$ cat config.mk
export PLATFORM = sky130hd
export DESIGN_NAME = showarb_ctrl
export DESIGN_NICKNAME = d
export VERILOG_FILES = /design/src/rtl/showarb_pkg.sv /design/src/rtl/showarb_policy.sv /design/src/rtl/showarb_grant.sv /design/src/rtl/showarb_mirror.sv /design/src/rtl/showarb_ctrl.sv
export SDC_FILE = /design/constraint.sdc
export NUM_CORES = 1
export LEC_CHECK = 0
export ABC_AREA = 1
export BUFFER_PORTS_ARGS = -buffer_cell sky130_fd_sc_hd__buf_4
export CORE_ASPECT_RATIO = 0.75
export CORE_MARGIN = 2
export CORE_UTILIZATION = 45
export CTS_CLUSTER_DIAMETER = 100
export DETAILED_ROUTE_END_ITERATION = 8
export PLACE_DENSITY_LB_ADDON = 0.05
export SLEW_MARGIN = 20
export SYNTH_ARGS = -nofsm -noshare
export SYNTH_HDL_FRONTEND = slang
export SYNTH_HIERARCHICAL = 1
export SYNTH_SLANG_ARGS = --single-unit
$ cat constraint.sdc
create_clock -name clk -period 2.45 [get_ports clk]
set_clock_uncertainty 0.2 [all_clocks]
set_input_delay 0.1225 -clock clk [delete_from_list [all_inputs] [get_ports clk]]
set_output_delay 0.1225 -clock clk [all_outputs]
set_load 0.02 [all_outputs]
$ cat src/rtl/showarb_pkg.sv
package showarb_pkg;
  typedef enum logic [1:0] {
    POL_QUIET   = 2'b00,
    POL_EXCL    = 2'b01,
    POL_SHARE   = 2'b10,
    POL_FREEZE  = 2'b11
  } show_pol_e;
endpackage

$ cat src/rtl/showarb_policy.sv
module showarb_policy
  import showarb_pkg::*;
(
  input  logic      clk,
  input  logic      rst_n,
  input  logic      wr,
  input  logic [1:0] wr_val,
  input  logic      quiet,
  output show_pol_e pol
);
  show_pol_e pol_q, pol_d;
  logic      pend_q, pend_d;
  logic [1:0] pval_q, pval_d;
  logic      have_cand;
  logic [1:0] cand;

  always_comb begin
    have_cand = wr | pend_q;
    cand      = wr ? wr_val : pval_q;
    pol_d     = pol_q;
    pend_d    = pend_q;
    pval_d    = pval_q;
    if (have_cand && quiet) begin
      pol_d  = show_pol_e'(cand);
      pend_d = 1'b0;
    end else if (have_cand) begin
      pend_d = 1'b1;
      pval_d = cand;
    end
  end

  always_ff @(posedge clk or negedge rst_n) begin
    if (!rst_n) begin
      pol_q  <= POL_QUIET;
      pend_q <= 1'b0;
      pval_q <= 2'b00;
    end else if (have_cand) begin
      pol_q  <= pol_d;
      pend_q <= pend_d;
      pval_q <= pval_d;
    end
  end

  assign pol = pol_q;

  assert_hold_busy_R9: assert property (@(posedge clk) disable iff (!rst_n)
    !quiet |=> $stable(pol_q));
endmodule

$ cat src/rtl/showarb_grant.sv
module showarb_grant
  import showarb_pkg::*;
(
  input  logic      clk,
  input  logic      rst_n,
  input  logic      req,
  input  show_pol_e pol,
  input  logic      boundary,
  output logic      bg,
  output logic      grant_set,
  output logic      stall
);
  logic bg_q, bg_d, grant_clr, arb_ok;

  always_comb begin
    arb_ok    = (pol != POL_EXCL);
    grant_set = !bg_q && req && arb_ok && boundary;
    grant_clr = bg_q && !req;
    bg_d      = bg_q;
    if (grant_set)      bg_d = 1'b1;
    else if (grant_clr) bg_d = 1'b0;
  end

  always_ff @(posedge clk or negedge rst_n) begin
    if (!rst_n)                     bg_q <= 1'b0;
    else if (grant_set || grant_clr) bg_q <= bg_d;
  end

  assign bg    = bg_q;
  assign stall = bg_q && (pol == POL_FREEZE);

  assert_no_grant_excl_R4: assert property (@(posedge clk) disable iff (!rst_n)
    (pol == POL_EXCL) |-> !bg_q);
  assert_grant_held_R8: assert property (@(posedge clk) disable iff (!rst_n)
    (bg_q && req) |=> bg_q);
  assert_grant_boundary_R7: assert property (@(posedge clk) disable iff (!rst_n)
    (!bg_q && !boundary) |=> !bg_q);
endmodule

$ cat src/rtl/showarb_mirror.sv
module showarb_mirror #(
  parameter int AW = 24,
  parameter int DW = 16
) (
  input  logic          clk,
  input  logic          rst_n,
  input  logic          strobe,
  input  logic [AW-1:0] addr,
  input  logic [DW-1:0] data,
  input  logic          write,
  input  logic          show_en,
  output logic          show,
  output logic [AW-1:0] x_addr,
  output logic [DW-1:0] x_data,
  output logic          x_rw
);
  logic          show_q, show_d;
  logic [AW-1:0] addr_q;
  logic [DW-1:0] data_q;
  logic          rw_q;

  always_comb show_d = strobe && show_en;

  always_ff @(posedge clk or negedge rst_n) begin
    if (!rst_n) show_q <= 1'b0;
    else        show_q <= show_d;
  end

  always_ff @(posedge clk or negedge rst_n) begin
    if (!rst_n) begin
      addr_q <= '0;
      data_q <= '0;
      rw_q   <= 1'b0;
    end else if (show_d) begin
      addr_q <= addr;
      data_q <= data;
      rw_q   <= write;
    end
  end

  assign show   = show_q;
  assign x_addr = addr_q;
  assign x_data = data_q;
  assign x_rw   = rw_q;
endmodule

$ cat src/rtl/showarb_ctrl.sv
module showarb_ctrl
  import showarb_pkg::*;
#(
  parameter int AW = 24,
  parameter int DW = 16
) (
  input  logic          clk,
  input  logic          rst_n,
  input  logic          int_strobe,
  input  logic [AW-1:0] int_addr,
  input  logic [DW-1:0] int_data,
  input  logic          int_write,
  input  logic          ext_br,
  input  logic          mode_wr,
  input  logic [1:0]    mode_in,
  output logic [AW-1:0] ext_addr,
  output logic [DW-1:0] ext_data,
  output logic          ext_rw,
  output logic          ext_show,
  output logic          ext_bg,
  output logic          int_stall,
  output logic [1:0]    mode_active
);
  show_pol_e pol;
  logic      bg, grant_set, stall, show, boundary, quiet, show_en;

  assign boundary = !int_strobe && !show;
  assign quiet    = !bg && !show && !grant_set;
  assign show_en  = (pol != POL_QUIET) && !bg;

  showarb_policy u_policy (
    .clk(clk), .rst_n(rst_n), .wr(mode_wr), .wr_val(mode_in),
    .quiet(quiet), .pol(pol)
  );

  showarb_grant u_grant (
    .clk(clk), .rst_n(rst_n), .req(ext_br), .pol(pol), .boundary(boundary),
    .bg(bg), .grant_set(grant_set), .stall(stall)
  );

  showarb_mirror #(.AW(AW), .DW(DW)) u_mirror (
    .clk(clk), .rst_n(rst_n), .strobe(int_strobe), .addr(int_addr),
    .data(int_data), .write(int_write), .show_en(show_en), .show(show),
    .x_addr(ext_addr), .x_data(ext_data), .x_rw(ext_rw)
  );

  assign ext_show    = show;
  assign ext_bg      = bg;
  assign int_stall   = stall;
  assign mode_active = pol;

  assert_no_show_granted_R5: assert property (@(posedge clk) disable iff (!rst_n)
    !(show && bg));
  assert_stall_only_freeze_R6: assert property (@(posedge clk) disable iff (!rst_n)
    stall |-> (bg && mode_active == 2'b11));
  assert_quiet_no_show_R2: assert property (@(posedge clk) disable iff (!rst_n)
    (mode_active == 2'b00) |=> !ext_show);
endmodule

# After elaboration in Yosys (flattened, before gate mapping)
# Cells that the tools add are included.
# W data, S select, Z words.
# classes
n_eq_ne,2
mux,4
bitwise,2
n_reduce_logical,22
# op_table
cell,n
$logic_and A1 B1 Y1,11
$reduce_and A2 Y1,3
$logic_not A1 Y1,5
$reduce_bool A2 Y1,2
$mux W1,3
$eq A2 B2 Y1 const B,1
$mux W2,1
$ne A2 B1 Y1 const B,1
$logic_or A1 B1 Y1,1
$not A1 Y1,1
$or A1 B1 Y1,1
# word_totals
ff_bits,48
in_bits,48
out_inout_bits,46
word_cells,38

# Depth between registers and ports, before layout
# Gate-level depths: netlist of run 1.
# depth
ltp_word,9
mapped_depth,10
depth_no_buf,10

# By module
# The synthesis of run 1 kept the hierarchy.
# modules_own_cells
mod,n_inst,cells_each,area_each_um2,seq_area_each_um2
showarb_mirror,1,181,1737.9,1051.0
showarb_policy,1,30,226.5,125.1
showarb_grant,1,10,66.3,25.0
showarb_ctrl,1,7,28.8,0.0

# Least setup slack after synthesis of run 1
# Ideal clock, no wire load.
# synth_timing
kind,register to register
from,register u_mirror.show_q (netlist: u_mirror/show)
to,register u_policy.pval_q[0]
setup_time_ps,116
t_arrival_ps,1097
t_required_ps,2134
slack_ps,1037
stages_incl_launch_ff,11
n_path_buf,0
period_less_slack_ps,1413
path_cell_list,dfrtp_1 > nor2_1 > nand2_1 > inv_2 > nand2_2 > nor2_2 > nor2_2 > inv_1 > o21ai_0 > nand2_1 > nand2_1
# synth_between
elab_chain_len,8
elab_cells_between_ends,9
cone_classes,bitwise: 1; reduce/logical: 8
# synth_lines
item,line_no,source
from (decl),showarb_mirror.sv:17,"logic show_q, show_d;"
from (signal assigned),showarb_mirror.sv:26,else show_q <= show_d;
$logic_not A1 Y1,showarb_ctrl.sv:27,assign boundary = !int_strobe && !show;
$logic_and A1 B1 Y1,showarb_ctrl.sv:27,
net boundary,showarb_ctrl.sv:25,"logic bg, grant_set, stall, show, boundary, quiet, show_en;"
$logic_and A1 B1 Y1,showarb_grant.sv:17,grant_set = !bg_q && req && arb_ok && boundary;
net grant_set,showarb_ctrl.sv:25,
$logic_not A1 Y1,showarb_ctrl.sv:28,assign quiet = !bg && !show && !grant_set;
$logic_and A1 B1 Y1,showarb_ctrl.sv:28,
net quiet,showarb_ctrl.sv:25,
$logic_and A1 B1 Y1,showarb_policy.sv:23,if (have_cand && quiet) begin
$not A1 Y1 (no line),--,
$reduce_and A2 Y1 (no line),--,
to (signal assigned),showarb_policy.sv:40,pval_q <= pval_d;
to (decl),showarb_policy.sv:13,"logic [1:0] pval_q, pval_d;"
# The timed path passes the listed nets, and every way through them passes these cells.
# A chain may end at the register's enable or synchronous reset.

# Worst setup path after layout of run 1
# layout_timing
from,register u_grant.bg_q (netlist: u_grant/bg)
to,register u_mirror.addr_q[4] (netlist: u_mirror/x_addr[4])
# layout_between
elab_chain_len,3
# layout_lines
item,line_no,source
from (decl),showarb_grant.sv:13,"logic bg_q, bg_d, grant_clr, arb_ok;"
from (signal assigned),showarb_grant.sv:26,else if (grant_set || grant_clr) bg_q <= bg_d;
$logic_not A1 Y1,showarb_ctrl.sv:29,assign show_en = (pol != POL_QUIET) && !bg;
$logic_and A1 B1 Y1,showarb_ctrl.sv:29,
net show_en,showarb_ctrl.sv:25,
$logic_and A1 B1 Y1,showarb_mirror.sv:22,always_comb show_d = strobe && show_en;
to (signal assigned),showarb_mirror.sv:35,addr_q <= addr;
to (decl),showarb_mirror.sv:18,logic [AW-1:0] addr_q;
# The timed path passes the listed nets, and every way through them passes these cells.

==> impl_metrics.env, run 1 <==
export IMPL_run_status="complete, no violations"
export IMPL_detailroute_via_count=2007
export IMPL_bufs_on_longest_clock_path=2
export IMPL_layout_worst_path_cycle_share_pct=81.51
export IMPL_layout_nets=411
export IMPL_worst_slew_pin_transition_ns=0.6059
export IMPL_number_of_antenna_violations_at_the_first_check_in_global_routing=0
export IMPL_diode_insertion_count_for_antenna_repair=0
export IMPL_report_final_slew_viol_count=0
export IMPL_die_height_um=62.59
export IMPL_synthesis_area_um2=2059
export IMPL_ctsRootBufferMaster="sky130_fd_sc_hd__clkbuf_8"
export IMPL_seqCellArea_um2=1201
export IMPL_floorplan_die_width_um=82.12
export IMPL_tritoncts="yes"
export IMPL_die_area_um2=5139
export IMPL_drt_initial_drc_count=175
export IMPL_power_combinational_fraction_pct=49.6
export IMPL_cts_num_sinks=48
export IMPL_power_after_layout_mw=3.701
export IMPL_p_switching_mw=1.563
export IMPL_synth_seq_area_share_pct=58.32
export IMPL_wire_length_of_the_first_global_routing_pass_mm=8.887
export IMPL_grt_overflow_total=0
export IMPL_power_share_clock_pct=12.9
export IMPL_post_synth_cell_area_avg_um2=9.033
export IMPL_cts_buffers=5
export IMPL_coreArea_um2=4441
export IMPL_routabilityCongestion=0.7550
export IMPL_critPathRequiredTime_ns=2.48
export IMPL_finalSetupViolCount=0
export IMPL_internal_power_mw=2.138
export IMPL_rows=21
export IMPL_postSynthCellCount=228
export IMPL_pwr_density_cell_nw_per_um2=1127
export IMPL_hold_path_class="in2reg"
export IMPL_grt_max_degree=49
export IMPL_routed_wl_mm=5.264
export IMPL_antenna_violating_nets_post_route=0
export IMPL_cts_clk_slew_worst_paths_ns=0.08
export IMPL_detailedRoute_firstPassIterationCount=5
export IMPL_vdd_ir_drop_worst_mv=0.7663
export IMPL_drv_max_cap_violation_count=0
export IMPL_grt_pass1_vias=1885
export IMPL_groute_usage_overall_pct=22.21
export IMPL_placement_io_buffers=93
export IMPL_drt_drc_violations_left=0
export IMPL_yosys_warnings=6
export IMPL_setup_worst_path_end_class="flop"
export IMPL_route_detailed_vias_per_inst=4.767
export IMPL_routed_wire_length_per_instance_um=12.50
export IMPL_cts_max_level=2
export IMPL_cp_start_kind="flop"
export IMPL_worst_r2r_startpoint="u_grant/bg$_DFFE_PN0P_"
export IMPL_switching_power_as_a_share_of_total_power_pct=42.22
export IMPL_startpoint="u_grant/bg$_DFFE_PN0P_"
export IMPL_whs_ns=0.006956
export IMPL_leakage_nw=1.786
export IMPL_cts_setup_buffers=0
export IMPL_initial_core_util_pct=46.38
export IMPL_yosys_cell_types_count=14
export IMPL_seq_power_share_pct=37.5
export IMPL_rsz0062_at_grt="no"
export IMPL_synthesized_netlist_net_count=276
export IMPL_hp_start="int_strobe"
export IMPL_areaGrowthSynthToFinish_pct=59.48
export IMPL_hold_buffers=47
export IMPL_dp_hpwl_mm=3.165
export IMPL_multi_input_area_um2=711.9
export IMPL_post_cts_resized_instances=0
export IMPL_synthesis_stage_register_bit_count=48
export IMPL_proportion_of_layout_cells_with_a_drive_suffix_above_1_pct=32.69
export IMPL_fillCellCount=321
export IMPL_ioPinCount=94
export IMPL_finalCriticalPeriod_ns=1.997
export IMPL_critPathArrivalTime_ns=2.03
export IMPL_timing_setup_critical_path_class="reg2reg"
export IMPL_achievable_frequency_mhz=500.8
export IMPL_worst_path_max_fanout=19
export IMPL_aggregate_negative_setup_slack_ns=0
export IMPL_clock_latency_ns=0.29
export IMPL_hold_violations_final=0
export IMPL_timing_slew_headroom_pct=59.61
metal layers:
layer	global-route usage, %	up-vias	part of all wire [%]
met5	0	-	0
met4	5.625	0	0.72
met3	5.058	5	7.6
met2	34.65	78	46
met1	31.33	940	45
li1	-	984	-
sequential cells by signal, summed over array words and instances, names as in the netlist:
signal and cells:
u_grant/bg 1, u_mirror/show 1, u_mirror/x_addr 24, u_mirror/x_data 16
u_mirror/x_rw 1, u_policy/pend_q 1, u_policy/pol 2, u_policy/pval_q 2
worst max-delay path, cell delays in order, from the launching register on:
cell                            delay [ns]
sky130_fd_sc_hd__dfrtp_1              0.47
sky130_fd_sc_hd__nor2_4               0.47
sky130_fd_sc_hd__nand3_1              0.13
sky130_fd_sc_hd__dlygate4sd3_1        0.60
sky130_fd_sc_hd__nand2_1              0.07
cell usage in the layout, fill, tap and decap left out:
cell type,n
sky130_fd_sc_hd__nor2_1,3
sky130_fd_sc_hd__nand2_1,96
sky130_fd_sc_hd__clkbuf_1,2
sky130_fd_sc_hd__nand3_1,41
sky130_fd_sc_hd__dfrtp_1,48
sky130_fd_sc_hd__inv_2,2
sky130_fd_sc_hd__o21ai_0,2
sky130_fd_sc_hd__dlygate4sd3_1,47
sky130_fd_sc_hd__nand2_8,1
sky130_fd_sc_hd__nand2_2,10
sky130_fd_sc_hd__nor2_2,4
sky130_fd_sc_hd__clkbuf_8,6
sky130_fd_sc_hd__inv_1,5
sky130_fd_sc_hd__buf_4,95
sky130_fd_sc_hd__and3_1,1
sky130_fd_sc_hd__nor2_4,1
power groups by stage:
stage               combinational, mW  clock (mW)  sequential [mW]
finish                           1.83       0.478             1.39
global route                     2.01       0.534             1.44
CTS                              1.84       0.489             1.38
detailed placement               1.78           0             1.39
global placement                 1.75           0             1.39
floorplan                       0.687           0             1.79
layout make-up:
| type | count | area share, % |
|---|---|---|
| Tap cell | 57 | 2.171 |
| Sequential cell | 48 | 36.57 |
| Multi-Input combinational cell | 159 | 21.68 |
| Inverter | 7 | 0.8000 |
| Clock buffer | 8 | 2.743 |
| Timing Repair Buffer | 142 | 36.04 |
stage by stage:
step / util, % / area, um2 / cells / setup WS [ns]
floorplan: - / 2059 / 228 / 1.037
global placement: 61.34 / 2724 / 366 / 0.7129
CTS: 73.96 / 3284 / 421 / 0.4888
finish: 73.96 / 3284 / 421 / 0.4530
detailed placement: 61.34 / 2724 / 366 / 0.6680
global route: 73.96 / 3284 / 421 / 0.3421
final timing paths:
kind / to / depth (start not counted) / slack [ns]
max in group asynchronous: u_mirror/x_addr[2]$_DFFE_PN0P_ / 2 / 1.46
worst min register to register: u_mirror/x_rw$_DFFE_PN0P_ / 2 / 0.28
worst min-delay path: u_mirror/x_addr[20]$_DFFE_PN0P_ / 3 / 0.007
worst max-delay path: u_mirror/x_addr[4]$_DFFE_PN0P_ / 4 / 0.45
worst max register to register: u_mirror/x_addr[4]$_DFFE_PN0P_ / 4 / 0.45
min in group asynchronous: u_policy/pval_q[0]$_DFFE_PN0P_ / 2 / 0.17
Yosys cell counts:
library cell	instances	area [um2]
sky130_fd_sc_hd__and3_1	1	6.260
sky130_fd_sc_hd__buf_4	9	67.56
sky130_fd_sc_hd__buf_6	4	45.04
sky130_fd_sc_hd__buf_8	1	15.01
sky130_fd_sc_hd__dfrtp_1	48	1201
sky130_fd_sc_hd__inv_1	5	18.77
sky130_fd_sc_hd__inv_2	2	7.510
sky130_fd_sc_hd__nand2_1	96	360.4
sky130_fd_sc_hd__nand2_2	10	62.56
sky130_fd_sc_hd__nand2_8	1	20.02
sky130_fd_sc_hd__nand3_1	41	205.2
sky130_fd_sc_hd__nor2_1	4	15.01
sky130_fd_sc_hd__nor2_2	4	25.02
sky130_fd_sc_hd__o21ai_0	2	10.01
kinds of logic (layout without fill, tap and decap cells):
logic type             after synthesis  after routing  share of synthesized area [%]
AND/OR/NAND/NOR                    157            157                          33.72
flip-flops                          48             48                          58.32
buffers and inverters               21            157                          7.472
AO/OA/AOI/OAI                        2              2                         0.4860
No activity file was read; power rests on OpenSTA's default activity.
==> run 2: changes to the inputs <==
clock period = 1.85 ns   (was 2.45 ns; I/O delays follow)
==> run 2 against run 1 <==
Flip-flop and latch count did not move. Via count down 0.75%. Global-route usage is 1.4 points higher. Cell count fell by 0.48%. Clock-buffer cell count shrank 3. Non-clock buffer count increased by 1. Die area is the same. Clock power grew 16%. Sequential share of layout area rose by 0.15 points. First-iteration DRC count down 26%. Critical path type is now in2reg.
==> impl_metrics.env, run 2 (synthesis results as in run 1) <==
export IMPL_run_status="complete, no violations"
export IMPL_floorplan_die_width_um=82.12
export IMPL_grt_max_degree=49
export IMPL_worstRegToRegCells=5
export IMPL_clock_latency_ns=0.29
export IMPL_finish_cell_count_without_fillers=419
export IMPL_routabilityCongestion=0.7698
export IMPL_wire_length_of_the_first_global_routing_pass_mm=9.232
export IMPL_die_area_um2=5139
export IMPL_drt_initial_drc_count=130
export IMPL_cp_start_kind="input pin"
export IMPL_grt_overflow_total=0
export IMPL_detailedRoute_firstPassIterationCount=4
export IMPL_highest_layer="met4"
export IMPL_largest_register_ff_count=24
export IMPL_rsz0062_at_grt="no"
export IMPL_worst_slew_pin_transition_ns=0.6025
export IMPL_grt_pass1_vias=1967
export IMPL_number_of_antenna_violations_at_the_first_check_in_global_routing=0
export IMPL_setup_reg_to_reg_worst_slack_ns=0.29
export IMPL_routed_wl_mm=5.564
export IMPL_rows=21
export IMPL_hold_path_class="in2async"
export IMPL_cts_setup_buffers=0
export IMPL_crit_end="u_grant/bg$_DFFE_PN0P_"
export IMPL_placement_io_buffers=93
export IMPL_cts_buffers=5
export IMPL_worst_r2r_startpoint="u_policy/pol[1]$_DFFE_PN0P_"
export IMPL_critPathRequiredTime_ns=1.83
export IMPL_worst_path_max_fanout=2
export IMPL_achievable_frequency_mhz=622.3
export IMPL_aggregate_negative_setup_slack_ns=0
export IMPL_finalCriticalPeriod_ns=1.607
export IMPL_routed_wire_length_per_instance_um=13.28
export IMPL_startpoint="ext_br"
export IMPL_route_detailed_vias_per_inst=4.754
export IMPL_diode_insertion_count_for_antenna_repair=0
export IMPL_detailroute_via_count=1992
export IMPL_timing_setup_critical_path_class="in2reg"
export IMPL_initial_core_util_pct=46.38
export IMPL_critPathArrivalTime_ns=1.59
export IMPL_areaGrowthSynthToFinish_pct=58.81
export IMPL_setup_worst_path_end_class="flop"
export IMPL_cts_max_level=2
export IMPL_report_final_slew_viol_count=0
export IMPL_finalSetupViolCount=0
export IMPL_layout_worst_path_cycle_share_pct=86.86
export IMPL_wirelength_met1_mm=2.298
export IMPL_layout_nets=412
export IMPL_groute_usage_overall_pct=23.57
export IMPL_vdd_ir_drop_worst_mv=0.8540
export IMPL_cts_num_sinks=48
export IMPL_ctsRootBufferMaster="sky130_fd_sc_hd__clkbuf_8"
export IMPL_placed_cells=367
export IMPL_bufs_on_longest_clock_path=2
export IMPL_dp_hpwl_mm=3.227
export IMPL_leakage_nw=1.785
export IMPL_pwr_density_cell_nw_per_um2=1482
export IMPL_antenna_violating_nets_post_route=0
export IMPL_timing_slew_headroom_pct=59.84
export IMPL_fillCellCount=345
export IMPL_drv_max_cap_violation_count=0
export IMPL_die_height_um=62.59
export IMPL_detailroute_wirelength_met3_um=407
export IMPL_dr_wl_met2_mm=2.793
export IMPL_coreArea_um2=4441
export IMPL_proportion_of_layout_cells_with_a_drive_suffix_above_1_pct=32.87
export IMPL_tritoncts="yes"
export IMPL_hold_violations_final=0
export IMPL_cts_clk_slew_worst_paths_ns=0.08
export IMPL_drt_drc_violations_left=0
export IMPL_ioPinCount=94
export IMPL_mostFrequentLayoutCells="96 x sky130_fd_sc_hd__nand2_1, 96 x sky130_fd_sc_hd__buf_4, 48 x sky130_fd_sc_hd__dfrtp_1"
export IMPL_r2r_end="u_grant/bg$_DFFE_PN0P_"
==> run 2: cell type report <==
| class | instances | area [um2] | area share (%) |
|---|---|---|---|
| clock buffer | 5 | 68.82 | 2.104 |
| multi-input combinational | 159 | 711.9 | 21.77 |
| timing repair buffer | 143 | 1191 | 36.42 |
| inverter | 7 | 26.28 | 0.8034 |
| sequential | 48 | 1201 | 36.73 |
| tap | 57 | 71.32 | 2.181 |
==> run 2: worst min-delay path by stage <==
stage               startpoint                              end  slack (ns)  cells after the start
floorplan                rst_n           u_grant/bg$_DFFE_PN0P_       -0.40                      0
global placement         rst_n  u_mirror/x_addr[22]$_DFFE_PN0P_       -0.06                      1
detailed placement       rst_n        u_mirror/x_rw$_DFFE_PN0P_       -0.05                      1
CTS                      rst_n  u_mirror/x_addr[20]$_DFFE_PN0P_        0.17                      2
global route             rst_n   u_mirror/x_data[0]$_DFFE_PN0P_        0.21                      2
finish                   rst_n  u_mirror/x_addr[22]$_DFFE_PN0P_        0.15                      2
==> run 2: layer usage <==
layer	vias to the layer above	global-route usage, %
li1	980	-
met1	931	28.30
met2	75	40.65
met3	6	7.803
met4	0	5.417
met5	-	0
==> run 2: timing repair <==
action,4_1_cts,5_1_grt
resized for setup,0,0
hold buffers,47,0
hold endpoints to repair,95,0
==> run 2: report_power, final <==
group | switching, mW | internal, mW | total [mW]
registers | 0.302 | 1.53 | 1.83
clock network | 0.311 | 0.244 | 0.555
logic | 1.45 | 1.02 | 2.46
total | 2.06 | 2.79 | 4.85
==> run 2: critical path, cell delays in order <==
cell                            delay (ns)
sky130_fd_sc_hd__dlygate4sd3_1        0.56
sky130_fd_sc_hd__buf_4                0.15
sky130_fd_sc_hd__nand2_1              0.07
sky130_fd_sc_hd__inv_2                0.04
sky130_fd_sc_hd__nand2_2              0.06
sky130_fd_sc_hd__nand2_1              0.06
sky130_fd_sc_hd__dlygate4sd3_1        0.55
==> run 2: through the flow <==
stage          hold WS [ns]  setup WS (ns)  cell area [um2]  utilization (%)  total power, mW
3_3_place_gp       -0.05541         0.3447             2731            61.51            4.177
2_1_floorplan       -0.4031         0.4367             2059                -            3.278
5_1_grt              0.2090         0.1663             3271            73.65            5.224
4_1_cts              0.1660         0.3004             3271            73.65            4.867
6_report             0.1455         0.2431             3271            73.65            4.848
3_5_place_dp       -0.05176         0.3082             2731            61.51            4.224
==> run 3: changes to the inputs <==
CORE_UTILIZATION = 42   (was 45)
clock period = 1.3 ns   (was 1.85 ns; I/O delays follow)
==> run 3 against run 2 <==
The flow now finishes with violations (negative hold slack, negative setup slack). Largest power group unchanged. Wire length increased by 11%. Via count increased by 5.5%. Cell area increased by 16%. Combinational power increased by 85%. Register-to-register slack got worse by 0.42 ns. Non-clock buffer count increased by 14. Largest cell class is now non-clock buffers. Sequential share of layout area decreased by 5.0 points. Global-route usage increased by 0.94 points. Sequential power increased by 49%. Utilization increased by 5.3 points. Die area increased by 6.7%.
==> impl_metrics.env, run 3 (synthesis results as in run 1) <==
export IMPL_run_status="finished with violations"
export IMPL_failed_checks="negative hold slack, negative setup slack"
export IMPL_largest_register_ff_count=24
export IMPL_drt_drc_violations_left=0
export IMPL_layout_nets=433
export IMPL_power_combinational_fraction_pct=54.1
export IMPL_grt_max_degree=23
export IMPL_aggregate_negative_setup_slack_ns=-4.598
export IMPL_layout_worst_path_cycle_share_pct=109.6
export IMPL_finalSetupViolCount=47
export IMPL_areaGrowthSynthToFinish_pct=84.75
export IMPL_clock_latency_ns=0.29
export IMPL_dp_hpwl_mm=3.415
export IMPL_grt_pass1_vias=2183
export IMPL_cts_clk_slew_worst_paths_ns=0.08
export IMPL_cell_area_placed_um2=2820
export IMPL_critPathArrivalTime_ns=1.42
export IMPL_layout_cells_most_common="sky130_fd_sc_hd__buf_4"
export IMPL_worst_path_max_fanout=8
export IMPL_final_core_util_pct=78.99
export IMPL_power_after_layout_mw=8.413
export IMPL_timing_setup_critical_path_class="reg2reg"
export IMPL_finalCriticalPeriod_ns=1.425
export IMPL_met2_usage_pct=41.73
export IMPL_number_of_antenna_violations_at_the_first_check_in_global_routing=0
export IMPL_vdd_ir_drop_worst_mv=1.223
export IMPL_fillCellCount=312
export IMPL_hold_buffers=46
export IMPL_setup_worst_path_end_class="flop"
export IMPL_gr_max_usage_layer="met2"
export IMPL_ioPinCount=94
export IMPL_achievable_frequency_mhz=701.6
export IMPL_tritoncts="yes"
export IMPL_grt_util_met1_pct=32.15
export IMPL_drv_max_cap_violation_count=0
export IMPL_hold_violations_final=16
export IMPL_floorplan_die_width_um=84.86
export IMPL_critPathRequiredTime_ns=1.29
export IMPL_placed_cells=379
export IMPL_grt_overflow_total=0
export IMPL_pwr_density_cell_nw_per_um2=2211
export IMPL_switching_power_as_a_share_of_total_power_pct=42.20
export IMPL_die_area_um2=5486
export IMPL_detailedRoute_firstPassIterationCount=4
export IMPL_bufs_on_longest_clock_path=2
export IMPL_diode_insertion_count_for_antenna_repair=0
export IMPL_proportion_of_layout_cells_with_a_drive_suffix_above_1_pct=50.26
export IMPL_hold_path_class="in2async"
export IMPL_power_share_clock_pct=13.7
export IMPL_routed_wire_length_per_instance_um=13.83
export IMPL_groute_usage_overall_pct=24.51
export IMPL_internal_power_mw=4.862
export IMPL_detailroute_via_count=2102
export IMPL_routed_wl_mm=6.167
export IMPL_leakage_nw=1.953
export IMPL_route_detailed_vias_per_inst=4.713
export IMPL_routabilityCongestion=0.7363
export IMPL_ctsRootBufferMaster="sky130_fd_sc_hd__clkbuf_8"
export IMPL_antenna_violating_nets_post_route=0
export IMPL_timing_slew_headroom_pct=65.08
export IMPL_wire_length_of_the_first_global_routing_pass_mm=10.54
export IMPL_die_height_um=64.65
export IMPL_design_area_um2=3805
export IMPL_cp_start_kind="flop"
export IMPL_mostFrequentLayoutCells="102 x sky130_fd_sc_hd__buf_4, 57 x sky130_fd_sc_hd__nand2_1, 46 x sky130_fd_sc_hd__dlygate4sd3_1"
export IMPL_rows=22
export IMPL_groute_layer_met3_usage_pct=5.350
export IMPL_drt_initial_drc_count=120
export IMPL_cts_buffers=5
export IMPL_report_final_slew_viol_count=0
export IMPL_worst_slew_pin_transition_ns=0.5238
export IMPL_placement_setup_worst_slack_ns=-0.09464
export IMPL_seq_power_share_pct=32.3
export IMPL_cts_max_level=2
export IMPL_finalWorstSetupSlack_ns=-0.1253
export IMPL_finish_cell_count_without_fillers=446
export IMPL_coreArea_um2=4817
export IMPL_rsz0062_at_grt="yes"
export IMPL_cts_num_sinks=48
export IMPL_initial_core_util_pct=42.75
export IMPL_placement_io_buffers=93
export IMPL_p_switching_mw=3.550
export IMPL_whs_ns=-0.02103
## run 3: per-layer routing
layer  up-vias  part of all wire (%)
met5         -                     0
met1       994                    43
met3         6                   5.6
met4         0                   1.1
met2        63                    50
li1       1039                     -
## run 3: final timing paths
path	startpoint	to	slack [ns]	depth (start not counted)
min reg2reg	u_mirror/x_addr[2]$_DFFE_PN0P_	u_mirror/x_addr[2]$_DFFE_PN0P_	0.28	2
max in group asynchronous	rst_n	u_grant/bg$_DFFE_PN0P_	0.51	3
max reg2reg	u_grant/bg$_DFFE_PN0P_	u_mirror/x_data[3]$_DFFE_PN0P_	-0.13	5
max	u_grant/bg$_DFFE_PN0P_	u_mirror/x_data[3]$_DFFE_PN0P_	-0.13	5
min in group clk	int_strobe	u_grant/bg$_DFFE_PN0P_	0	6
min	rst_n	u_mirror/x_data[10]$_DFFE_PN0P_	-0.02	2
## run 3: critical path, cell delays in order, from the launching register on
cell and delay, ns:
sky130_fd_sc_hd__dfrtp_2 0.44, sky130_fd_sc_hd__nor2_4 0.19, sky130_fd_sc_hd__buf_12 0.24, sky130_fd_sc_hd__nand2_8 0.10, sky130_fd_sc_hd__nand2_2 0.11, sky130_fd_sc_hd__nand2_2 0.05
## run 3: timing repair
action	in CTS	in global routing
pin swaps	5	10
cloned	6	1
hold endpoints to repair	95	14
gates resized for setup	42	29
endpoints found under the setup margin	48	49
buffers inserted	5	1
## run 3: area by class of cell
cell class                      count  area [um2]  area share, %
Timing Repair Buffer              157        1358          35.68
Sequential cell                    48        1206          31.70
Multi-Input combinational cell    166        1013          26.64
Clock buffer                        7       96.34          2.532
Tap cell                           60       75.07          1.973
Clock inverter                      1       30.03         0.7892
Inverter                            7       26.28         0.6906
## run 3: power by group through the flow
stage	Sequential [mW]	Combinational [mW]	Clock [mW]
floorplan	3.38	1.30	0
global placement	2.60	3.46	0
detailed placement	2.61	3.52	0
CTS	2.65	4.33	1.19
global route	2.79	4.94	1.25
finish	2.72	4.55	1.15
